## src/rtl/seg_xlate.sv

```systemverilog
module seg_xlate #(
  parameter int AW      = 32,
  parameter int LIMIT_W = 20
) (
  input  logic          clk,
  input  logic          rst_n,
  input  logic          req,
  input  logic [15:0]   sel,
  input  logic [AW-1:0] offset,
  input  logic [1:0]    cpl,
  input  logic [AW-1:0] gtab_base,
  input  logic [AW-1:0] ltab_base,
  output logic          rd_en,
  output logic [AW-1:0] rd_addr,
  input  logic [31:0]   rd_data,
  input  logic          rd_ready,
  output logic          done,
  output logic [AW-1:0] lin_addr,
  output logic [1:0]    fault
);
  localparam logic [1:0] F_NONE = 2'd0, F_ABSENT = 2'd1, F_PRIV = 2'd2, F_LIMIT = 2'd3;

  typedef enum logic [1:0] {IDLE, RD_BASE, RD_ATTR, FIN} st_t;
  st_t st;

  logic [15:0]   sel_q;
  logic [AW-1:0] off_q;
  logic [1:0]    cpl_q;
  logic [AW-1:0] base_q;
  logic [31:0]   attr_q;

  always_ff @(posedge clk or negedge rst_n) begin
    if (!rst_n) begin
      st     <= IDLE;
      sel_q  <= '0;
      off_q  <= '0;
      cpl_q  <= '0;
      base_q <= '0;
      attr_q <= '0;
    end else begin
      case (st)
        IDLE: if (req) begin
          sel_q <= sel;
          off_q <= offset;
          cpl_q <= cpl;
          st    <= RD_BASE;
        end
        RD_BASE: if (rd_ready) begin
          base_q <= AW'(rd_data);
          st     <= RD_ATTR;
        end
        RD_ATTR: if (rd_ready) begin
          attr_q <= rd_data;
          st     <= FIN;
        end
        default: st <= IDLE;
      endcase
    end
  end

  wire [AW-1:0] tab_base  = sel_q[2] ? ltab_base : gtab_base;
  wire [AW-1:0] desc_addr = tab_base + AW'({sel_q[15:3], 3'b000});

  assign rd_en   = (st == RD_BASE) || (st == RD_ATTR);
  assign rd_addr = desc_addr + ((st == RD_ATTR) ? AW'(4) : AW'(0));

  wire          present = attr_q[31];
  wire [1:0]    dpl     = attr_q[30:29];
  wire [AW-1:0] limit   = AW'(attr_q[LIMIT_W-1:0]);

  logic [1:0] code;
  always_comb begin
    if (!present)           code = F_ABSENT;
    else if (cpl_q > dpl)   code = F_PRIV;
    else if (off_q > limit) code = F_LIMIT;
    else                    code = F_NONE;
  end

  assign done     = (st == FIN);
  assign fault    = done ? code : F_NONE;
  assign lin_addr = (done && code == F_NONE) ? base_q + off_q : '0;
endmodule

```

## config.mk

```make
export PLATFORM = sky130hd
export DESIGN_NAME = seg_xlate
export DESIGN_NICKNAME = d
export VERILOG_FILES = /design/src/rtl/seg_xlate.sv
export SDC_FILE = /design/constraint.sdc
export NUM_CORES = 1
export LEC_CHECK = 0
export BUFFER_PORTS_ARGS = -buffer_cell sky130_fd_sc_hd__buf_2
export CAP_MARGIN = 20
export CORE_MARGIN = 3
export CORE_UTILIZATION = 57
export CTS_CLUSTER_SIZE = 28
export DETAILED_ROUTE_END_ITERATION = 10
export PLACE_DENSITY = 0.95
export SYNTH_ARGS = -nofsm -noshare
export SYNTH_HDL_FRONTEND = slang
export SYNTH_SLANG_ARGS = --single-unit
```

## constraint.sdc

```tcl
create_clock -name clk -period 12.9 [get_ports clk]
set_input_delay 2.58 -clock clk [delete_from_list [all_inputs] [get_ports clk]]
set_output_delay 2.58 -clock clk [all_outputs]
set_load 0.01 [all_outputs]
```

==> parameters.txt <==
Parameter                              Value

Power
  Cell area power density    295.6 nW/um^2
  Leakage power summed over all cells    4.520 nW
  Worst ir drop on vdd    0.0001822 V

Logic synthesis
  Cells after synthesis    765
  Synth Flop Type    sky130_fd_sc_hd__dfrtp_1
  Leading post-synthesis cells by cell area    sky130_fd_sc_hd__dfrtp_1, sky130_fd_sc_hd__mux2_2, sky130_fd_sc_hd__ha_1, sky130_fd_sc_hd__xnor2_1, sky130_fd_sc_hd__a21oi_1
  Cell type with the largest total area after synthesis    sky130_fd_sc_hd__dfrtp_1
  Fraction of registers with async set/reset    1.000
  Synth Net Count    988
  Unique cell type count in the Yosys netlist    57
  Seq/Total Area, Yosys    0.3464
  Average cell area after synthesis    9.915 um^2
  Warnings from Yosys    0
  Most frequent cells after synthesis    sky130_fd_sc_hd__mux2_2, sky130_fd_sc_hd__dfrtp_1, sky130_fd_sc_hd__ha_1
  Number of enable flip-flop cells after synthesis    0
  Flops & latches, synth    105
  Most repeated cell in the gate-level netlist after synthesis    sky130_fd_sc_hd__mux2_2
  Yosys top cell area share    0.3464
  Area of the mapped netlist    7585 um^2

Placed design
  Instance area at placement    8822 um^2
  Buffers on Ports    215
  Post-DP HPWL    15810 um
  GPL Wtd Cong    0.9603

Job
  Max-cap violations    0

Timing
  Tightest Pin Transition    0.8628 ns
  Setup repair after global routing missed its margin    no
  Slew Limit Headroom    0.4248
  Clock Skew    0.006466 ns
  Final worst path period need    8.006 ns
  Setup TNS    0 ns
  Final Max Slew Viols    0
  Achievable frequency    0.1249 GHz
  Number of hold violations in the final report    0
  Total setup violations reported at the end of the flow    0
  Final period utilization    0.6206
  Final hold slack    0.5072 ns

Critical path
  Largest stage delay on the critical path    0.55 ns
  Slowest cell on the critical path    sky130_fd_sc_hd__or4_1
  Worst r2r src    st[0]
  Kind of end point of the critical path    output port
  Path depth of the worst reg2reg path    5
  Required time at the endpoint of the critical path    10.32 ns
  Maximum fanout encountered on the critical timing path    9
  Setup slack, reg-to-reg    10.73 ns
  Cell breakdown of the critical path    buf_2 -> mux2i_1 -> inv_1 -> ha_1 -> a21o_1 -> a21oi_1 -> o211ai_1 -> a31oi_1 -> o21ai_0 -> a21oi_2 -> or4_1 -> a21oi_1 -> buf_2
  Kind of critical path    input pin to output port
  Worst Setup Start Kind    input pin
  Worst R2R End    sel_q[9]
  Data arrival time of the critical path    5.43 ns

Global route
  Maximum number of pins on one net before global-route repair    66
  Busiest metal layer after global routing    met2
  Met1 Track Usage GR    0.3036
  Via count of the first global-routing pass    6813
  Antenna violations before repair    0
  Global routing usage on met3    0.06946
  First-pass GRT wire length    32350 um
  GRT Resource Usage Total    0.2776
  Met2 Usage GRT    0.5019
  GR Overflow Total    0

Routing
  First drt pass iteration count    5
  Number of DRC violations after detailed routing    0
  Final wirelength    20540 um
  Avg WL per Cell    17.85 um
  DRC violation total after the first TritonRoute iteration    313
  Antenna Violating Nets Remaining    0
  Via count of the routed design    6862
  Number of vias per cell after detailed routing    5.962

Cells and area
  Diode insertion count for antenna repair    0
  Area overhead of the layout relative to synthesis    20.59%
  Share of layout cells above drive strength 1    0.3708
  Nets    1197
  Post-layout instance area    9146 um^2

Floorplanning
  Width of the chip    121.4 um
  Number of rows in the core area    41
  Vertical extent of the die    121.4 um
  Total Die Area    14730 um^2
  Floorplan core area    12820 um^2
  Initial cell density of the core    0.5914
  I/O pin count    218

Min path
  End point of the most critical hold path    attr_q[7]
  Class of the tightest hold or removal check    flop to flop
  Number of cells on the worst hold path    1
  Startpoint of the most critical hold path    attr_q[7]

Clocking
  Number of gates given a new drive strength after cts    0
  Total CTS buffers    9
  Clk pin slew, worst setup/hold paths    0.07 ns
  TritonCTS clock tree    done
  Post-CTS Setup Repair Bufs    0
  H-tree levels    3
  TritonCTS sink count    105
  Clock root buffer    sky130_fd_sc_hd__clkbuf_16
  Clk buf depth    2
  Insertion delay of the later-clocked pin in the worst-skew pair    0.36 ns
  Hold buffer count at cts    0

Run status
  Outcome    finished, final reports clean
layer usage:
layer	part of all wire	up-vias	wire, um
met5	0	-	0
met4	0.044	0	896
met3	0.083	82	1711
met2	0.51	345	10450
met1	0.36	3260	7487
li1	-	3175	-
layout make-up:
cell class,instances,area (um^2)
inverter,43,161.4
timing repair buffer,221,1144
tap,172,215.2
multi-input combinational,594,4701
fill,939,3679
clock inverter,5,43.79
sequential,105,2629
clock buffer,11,252.7
cell usage in the layout (no fill, tap or decap), drive strengths merged, types with 2 or more instances in the layout:
cell,n
a31oi,5
a21o,21
nand2,41
inv,46
and4,3
clkbuf,11
o21ai,32
or2,6
and2,4
and3,8
a21oi,56
mux2i,12
xnor2,32
a32oi,2
nand4,7
nor4,7
a32o,2
nand2b,5
nor3b,2
xor2,20
ha,71
o31ai,3
o21a,6
dfrtp,105
a211oi,4
mux2,119
nor3,8
nor2b,12
or3,3
o211ai,2
nor2,59
fa,2
a311oi,2
buf,221
nand3,12
clkinvlp,2
a221oi,2
o21bai,7
or4,3
a211o,2
state kept, by name (all words and copies together), names as in the netlist:
register and count:
cpl_q 2, off_q 32, sel_q 14, st 2
attr_q 23, base_q 32
power breakdown:
group	total (W)	leakage, nW	internal (W)	switching, W
clock network	0.000274	0.141	0.000144	0.000130
registers	0.000627	1.24	0.000500	0.000127
logic	0.00180	3.14	0.000827	0.000975
per-stage QoR:
step           cells  power [W]  setup WS, ns  utilization
2_1_floorplan    765   0.001933         5.432            -
3_3_place_gp    1134   0.002287         5.000       0.6879
3_5_place_dp    1134   0.002378         4.890       0.6879
4_1_cts         1150   0.002678         4.899       0.7110
5_1_grt         1151   0.002921         4.659       0.7132
6_report        1151   0.002704         4.894       0.7132
critical path: cells and delay by family:
family	cells	cell delay, ns
muxes	1	0.23
adders and majority gates	1	0.29
and+or+nand+nor	1	0.55
AOI/OAI and AO/OA	7	1.45
buffers and inverters	3	0.32
cells by family (layout without fill, tap and decap cells):
family / after synthesis / after routing / share of synthesized area
muxes: 131 / 131 / 0.1925
buffers and inverters: 66 / 280 / 0.03415
adders and majority gates: 73 / 73 / 0.1224
AOI/OAI and AO/OA: 156 / 156 / 0.1285
xor gates and xnor gates: 52 / 52 / 0.06005
DFF: 105 / 105 / 0.3464
and+or+nand+nor: 182 / 182 / 0.1160
worst max-delay path by stage:
stage | startpoint | endpoint | cells past startpoint | slack, ns
2_1_floorplan | ltab_base[3] | rd_addr[27] | 11 | 5.43
3_3_place_gp | ltab_base[3] | rd_addr[27] | 13 | 5.00
3_5_place_dp | ltab_base[3] | rd_addr[27] | 13 | 4.89
4_1_cts | ltab_base[3] | rd_addr[27] | 13 | 4.90
5_1_grt | ltab_base[3] | rd_addr[27] | 13 | 4.66
6_report | ltab_base[3] | rd_addr[27] | 13 | 4.89
Note: power is estimated with default switching activity, not from simulation.
